<file path="config.mk">
export PLATFORM = sky130hd
export DESIGN_NAME = overlap_pattern_det
export DESIGN_NICKNAME = d
export VERILOG_FILES = /design/src/rtl/det_pkg.sv /design/src/rtl/det_next_state.sv /design/src/rtl/det_state_reg.sv /design/src/rtl/det_output_decode.sv /design/src/rtl/overlap_pattern_det.sv
export SDC_FILE = /design/constraint.sdc
export NUM_CORES = 1
export LEC_CHECK = 0
export CORE_AREA = 2 2 39 41
export DETAILED_ROUTE_END_ITERATION = 10
export DIE_AREA = 0 0 41 43
export PLACE_DENSITY = 0.3
export SLEW_MARGIN = 20
export SYNTH_ARGS = -nofsm -noshare
export SYNTH_HDL_FRONTEND = slang
export SYNTH_HIERARCHICAL = 1
export SYNTH_SLANG_ARGS = --single-unit
</file>
<file path="constraint.sdc">
create_clock -name clk -period 1.5 [get_ports clk]
set_input_delay 0.375 -clock clk [delete_from_list [all_inputs] [get_ports clk]]
set_output_delay 0.375 -clock clk [all_outputs]
set_load 0.02 [all_outputs]
</file>
<file path="src/rtl/det_pkg.sv">
`timescale 1ns/1ps
package det_pkg;

    // Progress through the 1011 pattern, one state per prefix length.
    typedef enum logic [2:0] {
        ST_IDLE   = 3'd0,
        ST_GOT1   = 3'd1,
        ST_GOT10  = 3'd2,
        ST_GOT101 = 3'd3,
        ST_MATCH  = 3'd4
    } det_state_e;

endpackage

</file>
<file path="src/rtl/det_next_state.sv">
`timescale 1ns/1ps
module det_next_state
    import det_pkg::*;
(
    input  det_state_e state,
    input  logic       din,
    output det_state_e nxt
);

    always_comb begin
        unique case (state)
            ST_IDLE:   nxt = din ? ST_GOT1   : ST_IDLE;
            ST_GOT1:   nxt = din ? ST_GOT1   : ST_GOT10;
            ST_GOT10:  nxt = din ? ST_GOT101 : ST_IDLE;
            ST_GOT101: nxt = din ? ST_MATCH  : ST_GOT10;
            // Keep the overlapping suffix: "1" or "10".
            ST_MATCH:  nxt = din ? ST_GOT1   : ST_GOT10;
            default:   nxt = ST_IDLE;
        endcase
    end

endmodule

</file>
<file path="src/rtl/det_state_reg.sv">
`timescale 1ns/1ps
module det_state_reg
    import det_pkg::*;
(
    input  logic       clk,
    input  logic       rst,
    input  det_state_e nxt,
    output det_state_e state
);

    always_ff @(posedge clk or posedge rst) begin
        if (rst) begin
            state <= ST_IDLE;
        end else begin
            state <= nxt;
        end
    end

endmodule

</file>
<file path="src/rtl/det_output_decode.sv">
`timescale 1ns/1ps
module det_output_decode
    import det_pkg::*;
(
    input  det_state_e state,
    output logic       hit
);

    always_comb begin
        unique case (state)
            ST_MATCH: hit = 1'b1;
            default:  hit = 1'b0;
        endcase
    end

endmodule

</file>
<file path="src/rtl/overlap_pattern_det.sv">
`timescale 1ns/1ps
module overlap_pattern_det
    import det_pkg::*;
(
    input  logic clk,
    input  logic rst,
    input  logic din,
    output logic hit
);

    det_state_e state_q;
    det_state_e state_d;

    det_next_state u_next (
        .state (state_q),
        .din   (din),
        .nxt   (state_d)
    );

    det_state_reg u_reg (
        .clk   (clk),
        .rst   (rst),
        .nxt   (state_d),
        .state (state_q)
    );

    det_output_decode u_dec (
        .state (state_q),
        .hit   (hit)
    );

endmodule

</file>
==> results.md, run 1 <==
* MaxCap Viol Count at 0
* Hold_buf cts at 0
* Clock sinks at 3
* Slew Limit Fails at 0
* Setup TNS at 0 ns
* Final Critical Period at approximately 1.3 ns
* Max Fclk at 750 MHz
* Chip Width at approximately 41 um
* Syn Nets at 16
* I/O pin cnt at 4
* Critical path's top delay family: flip-flops
* Commonest non-fill, non-tap cells in the layout: 4 x buf_4, 3 x clkbuf_4, 3 x dfrtp_1
* CP Depth at 2
* Max reg flops at 3
* RSZ-0062 raised after global routing: no
* Worst setup SP type: flop
* Overall Global Routing Usage at about 5.6%
* Sequential area share after synthesis at slightly above 50%
* CP arrival at 0.96 ns
* Initial antenna violation count at 0
* First-pass GRT wire length at 593 um
* Worst reg-to-reg path cell count at 3
* First-pass DRT Iterations at 2
* Logic pwr share at 15.3%
* Most common cell after layout, fill and taps aside: buf_4
* Period utilisation layout at 88.9%
* Residual DRC at 0
* Synth top area share at 51.3%
* CP Buf/Inv Count at 1
* Antenna Cells at 0
* FP Rows at 14
* Synth area leaders: dfrtp_1 51%, nor3b_2 8.5%, or4b_1 6.8%
* Vias per cell at 3.45
* Place WS at -0.0862 ns
* Worst setup EP type: primary output
* CP max FO at 2
* Slew HR at ~82%
* Layout cell share with drive strength beyond 1 at around two fifths
* P_sw at 0.0603 mW
* WL/cell at 8.58 um
* Initial Util at 10.6%
* Critical Path, Cell by Cell: nor3b_2, clkbuf_2
* Main combinational cell family by area after synthesis: simple AND/OR/NAND/NOR gates
* Switching Fraction at 22.2%
* Total grt overflow at 0
* Post-DRT Antenna Nets at 0
* Vias at 138
* CTS max path bufs at 2
* Nets at 28
* Drt total wl at 343 um
* Area growth, synth to finish at 69.2%
* Die area at 1760 sq um
* Die Height at 43 um
* Fin. Hold Viols at 0
* GP Congestion at approximately 0.62
* Maximum VDD drop at 0.622 mV
* Num CTS Buffers at 3
* Cell count after synthesis at 13
* Post-synthesis register bit count at 3
* CTS tree: done
* CTS clk-pin slew, worst paths at 0.04 ns
* Simple logic cell fraction of the synthesized area at 31.6%
* Via count of the first global-routing pass at 152
* CP peak stage delay at 0.38 ns
* Post-Syn Area at 146 sq um
* Int Power at ~0.21 mW
* Warnings from Yosys at 6
* Largest net degree at the start of global routing at 7
* Largest Register: u_reg/state
* WS Path Type: flop to primary output
* H-tree Lvls at 1
* Synth area leader: dfrtp_1
* Core Region at 1380 sq um
* Port bufs at 3
* Setup Skew at 0.000794 ns
* Worst setup margin at 0.167 ns
* Synth Area in Compound Gates at 14.5%
* Synth Area in Adders at 0%
* # setup viols final at 0
* Status: finished clean
* Post-Synth XOR/XNOR Area at 0%
* Distinct cells, synth at 11
* DR iter-0 viols at 1
* Avg Inst Size Synth at 11.3 sq um
* Pwr/cell area at 1100 nW/um^2
* CTS Root Buffer Type: clkbuf_4
* Clk pwr share at 50.6%
* Leading registers by flop count: u_reg/state (3)
* Slowest CP cell: dfrtp_1
* Static Leak at 0.108 nW
* CP required at 1.12 ns
* Sequential share of power at 34.1%
* Hold crit path type: primary input to async pin
* Least-Margin Pin Slew at ~0.26 ns
* Multiplexer area fraction after synthesis at 0%
* Worst skew pair latency at between 0.2 and 0.25 ns
power groups by stage:
| stage | Sequential (mW) | Combinational, mW | Clock [mW] |
|---|---|---|---|
| CTS | 0.0931 | 0.0433 | 0.148 |
| global route | 0.0936 | 0.0476 | 0.156 |
| finish | 0.0929 | 0.0417 | 0.138 |
| floorplan | 0.0972 | 0.0152 | 0 |
| detailed placement | 0.0941 | 0.0435 | 0 |
| global placement | 0.0938 | 0.0427 | 0 |
timing repair:
item | in CTS | in global routing
setup endpoints to repair | 1 | 1
buffers inserted | 0 | 0
resized for setup | 2 | 1
through the flow:
stage          cell area, sq um  power (mW)  std cells  utilization [%]  hold WS (ns)
6_report                    248       0.272         40             17.9         0.311
4_1_cts                     253       0.284         40             18.3         0.306
2_1_floorplan               146       0.112         13                -         0.129
5_1_grt                     248       0.297         40             17.9         0.316
3_5_place_dp                226       0.138         36             16.4         0.546
3_3_place_gp                226       0.136         36             16.4         0.546
worst paths after layout:
kind,from,to,slack (ns)
max,u_reg/state[1]$_DFF_PP0_,hit,0.17
min,rst,u_reg/state[2]$_DFF_PP0_,0.31
max reg2reg,u_reg/state[1]$_DFF_PP0_,u_reg/state[1]$_DFF_PP0_,0.25
min reg2reg,u_reg/state[2]$_DFF_PP0_,u_reg/state[2]$_DFF_PP0_,0.55
max in group asynchronous,rst,u_reg/state[1]$_DFF_PP0_,1.06
min in group clk,u_reg/state[2]$_DFF_PP0_,u_reg/state[2]$_DFF_PP0_,0.55
layer usage:
layer | wire [um] | track usage [%]
met1 | 133 | 5.18
met2 | 177 | 7.81
met3 | 32 | 6.28
met4 | 0 | 2.00
met5 | 0 | 0
synthesized netlist by cell type:
master    instances
a21oi_1           1
dfrtp_1           3
inv_1             1
nand2_1           1
nor2_1            1
nor3b_1           1
nor3b_2           1
o21a_1            1
o311ai_1          1
or3b_2            1
or4b_1            1
cell type report:
cell class              count  area (sq um)
clock buffers               4          26.3
fillers                   165          1140
flip-flops and latches      3          75.1
well taps                  16          20.0
multi-input cells           9          67.6
repair buffers              7          55.1
inverters                   1          3.75
logic make-up after synthesis:
kind of cell           Yosys count
AO/OA/AOI/OAI                    3
buffers and inverters            1
AND/OR/NAND/NOR                  6
flip-flops                       3
Power figures use the tool's default switching activity.
==> run 2: changes to the inputs <==
- SETUP_SLACK_MARGIN: default -> 0.2
==> run 2 against run 1 <==
Compared with the run above:
- count of clock-buffer cells in the layout unchanged
- clock power hardly changed
- cell count did not move
- register-to-register slack barely moved
- cell area is 9.1% higher
- global-route usage rose by 0.10 points
- utilization rose by 1.6 points
- critical path type unchanged
- critical endpoint unchanged
==> results.md, run 2 (synthesized netlist as in run 1, its figures left out) <==
* Status: finished clean
* Initial Util at 10.6% (unchanged)
* Num CTS Buffers at 3 (unchanged)
* Leading registers by flop count: u_reg/state (3)
* Nets at 28 (unchanged)
* Core Region at 1380 sq um (unchanged)
* Overall Global Routing Usage at 5.73% (+0.10 points)
* Die area at 1760 sq um (unchanged)
* Most common cell after layout, fill and taps aside: buf_4
* Slew HR at 86.0% (+3.7 points)
* Hold_ws at 0.311 ns (unchanged)
* Worst setup SP type: flop
* Chip Width at 41 um (unchanged)
* Utilization after layout at 19.5% (+1.6 points)
* Period utilisation layout at 87.8% (-1.1 points)
* Total grt overflow at 0 (unchanged)
* Least-Margin Pin Slew at 0.209 ns (-0.0514 ns)
* Power, Total at 0.281 mW (+3.3%)
* Vias per cell at 3.43 (-0.72%)
* I/O pin cnt at 4 (unchanged)
* Clock sinks at 3 (unchanged)
* Layout cell share with drive strength beyond 1 at 50.0% (+8.3 points)
* Antenna Cells at 0 (unchanged)
* Pwr/cell area at 1040 nW/um^2 (-5.3%)
* Residual DRC at 0 (unchanged)
* Area after DPL at 226 sq um (unchanged)
* Area growth, synth to finish at 84.6%
* WS Path Type: flop to primary output
* Initial antenna violation count at 0 (unchanged)
* Fillers at 163 (-1.2%)
* Fin. Hold Viols at 0 (unchanged)
* Worst setup margin at 0.183 ns (+0.0167 ns)
* Post-DRT Antenna Nets at 0 (unchanged)
* Place WS at -0.0862 ns (unchanged)
* CTS clk-pin slew, worst paths at 0.04 ns (about the same)
* Max Fclk at 759 MHz (+1.3%)
* Hold_buf cts at 0 (unchanged)
* Final Critical Period at 1.32 ns (-0.0167 ns)
* Slew Limit Fails at 0 (unchanged)
* CTS max path bufs at 2 (unchanged)
* CTS Root Buffer Type: clkbuf_4
* WL/cell at 8.83 um (+2.9%)
* Largest net degree at the start of global routing at 7 (unchanged)
* CTS tree: done
* # setup viols final at 0 (unchanged)
* Worst skew pair latency at 0.23 ns (about the same)
* Static Leak at 0.116 nW (+8.0%)
* Drt total wl at 353 um (+2.9%)
* Worst reg-to-reg path cell count at 3 (unchanged)
* Maximum VDD drop at 0.622 mV (about the same)
* Worst setup EP type: primary output
* First-pass GRT wire length at 614 um (+3.5%)
* Flop2flop setup slack at 0.26 ns (about the same)
* Via count of the first global-routing pass at 155 (+2.0%)
* MaxCap Viol Count at 0 (unchanged)
* Port bufs at 3 (unchanged)
* Setup Skew at 0.000794 ns (unchanged)
* Fin area at 270 sq um (+9.1%)
* DR iter-0 viols at 1 (unchanged)
* Vias at 137 (-0.72%)
* Hold crit path type: primary input to async pin
* GP Congestion at 0.624 (unchanged)
* CP max FO at 2 (unchanged)
* FP Rows at 14 (unchanged)
* RSZ-0062 raised after global routing: yes
* Die Height at 43 um (unchanged)
* CP required at 1.12 ns (about the same)
* Worst r2r src: u_reg/state[1]$_DFF_PP0_
* R2R Path End: u_reg/state[1]$_DFF_PP0_
* Largest Register: u_reg/state
* Commonest non-fill, non-tap cells in the layout: 5 x buf_4, 3 x clkbuf_4, 3 x dfrtp_1
* CP arrival at 0.94 ns (-0.02 ns)
* First-pass DRT Iterations at 2 (unchanged)
* H-tree Lvls at 1 (unchanged)
* Max reg flops at 3 (unchanged)
run 2: where the power goes:
part           internal [mW]  switching, mW  leakage, nW
registers             0.0883        0.00449       0.0384
clock network         0.0995         0.0383       0.0150
logic                 0.0283         0.0225       0.0631
run 2: layer usage:
layer / vias to the layer above / share of wire, % / wire length, um / GRT usage (%)
met4: 0 / 0 / 0 / 2.00
met2: 4 / 50 / 176 / 7.50
met3: 0 / 9.1 / 32 / 6.28
met5: - / 0 / 0 / 0
met1: 63 / 41 / 144 / 5.83
li1: 70 / - / - / -
run 2: timing repair:
item,4_1_cts,5_1_grt
buffers inserted,0,0
gates resized for setup,7,2
endpoints found under the setup margin,2,2
pin swaps,1,2
run 2: area by class of cell:
type / count / area, sq um / share of cell area [%]
Clock buffer: 4 / 26.3 / 9.72
Inverter: 1 / 3.75 / 1.39
Multi-Input combinational cell: 9 / 88.8 / 32.9
Sequential cell: 3 / 75.1 / 27.8
Tap cell: 16 / 20.0 / 7.41
Timing Repair Buffer: 7 / 56.3 / 20.8
run 2: how the worst max path moves through the flow:
| stage | startpoint | to | slack [ns] |
|---|---|---|---|
| 2_1_floorplan | u_reg/state[1]$_DFF_PP0_ | hit | 0.37 |
| 5_1_grt | u_reg/state[0]$_DFF_PP0_ | hit | 0.13 |
| 3_3_place_gp | din | u_reg/state[1]$_DFF_PP0_ | -0.07 |
| 4_1_cts | u_reg/state[1]$_DFF_PP0_ | hit | 0.16 |
| 3_5_place_dp | din | u_reg/state[1]$_DFF_PP0_ | -0.09 |
| 6_report | u_reg/state[0]$_DFF_PP0_ | hit | 0.18 |
run 2: stage by stage:
step,TNS [ns],instances
floorplan,0,13
global placement,-0.101,36
detailed placement,-0.128,36
CTS,0,40
global route,0,40
finish,0,40
run 2: worst max-delay path, stage by stage, from the launching register on:
cell     delay [ns]
dfrtp_1        0.38
nor3b_2        0.17
buf_4          0.16
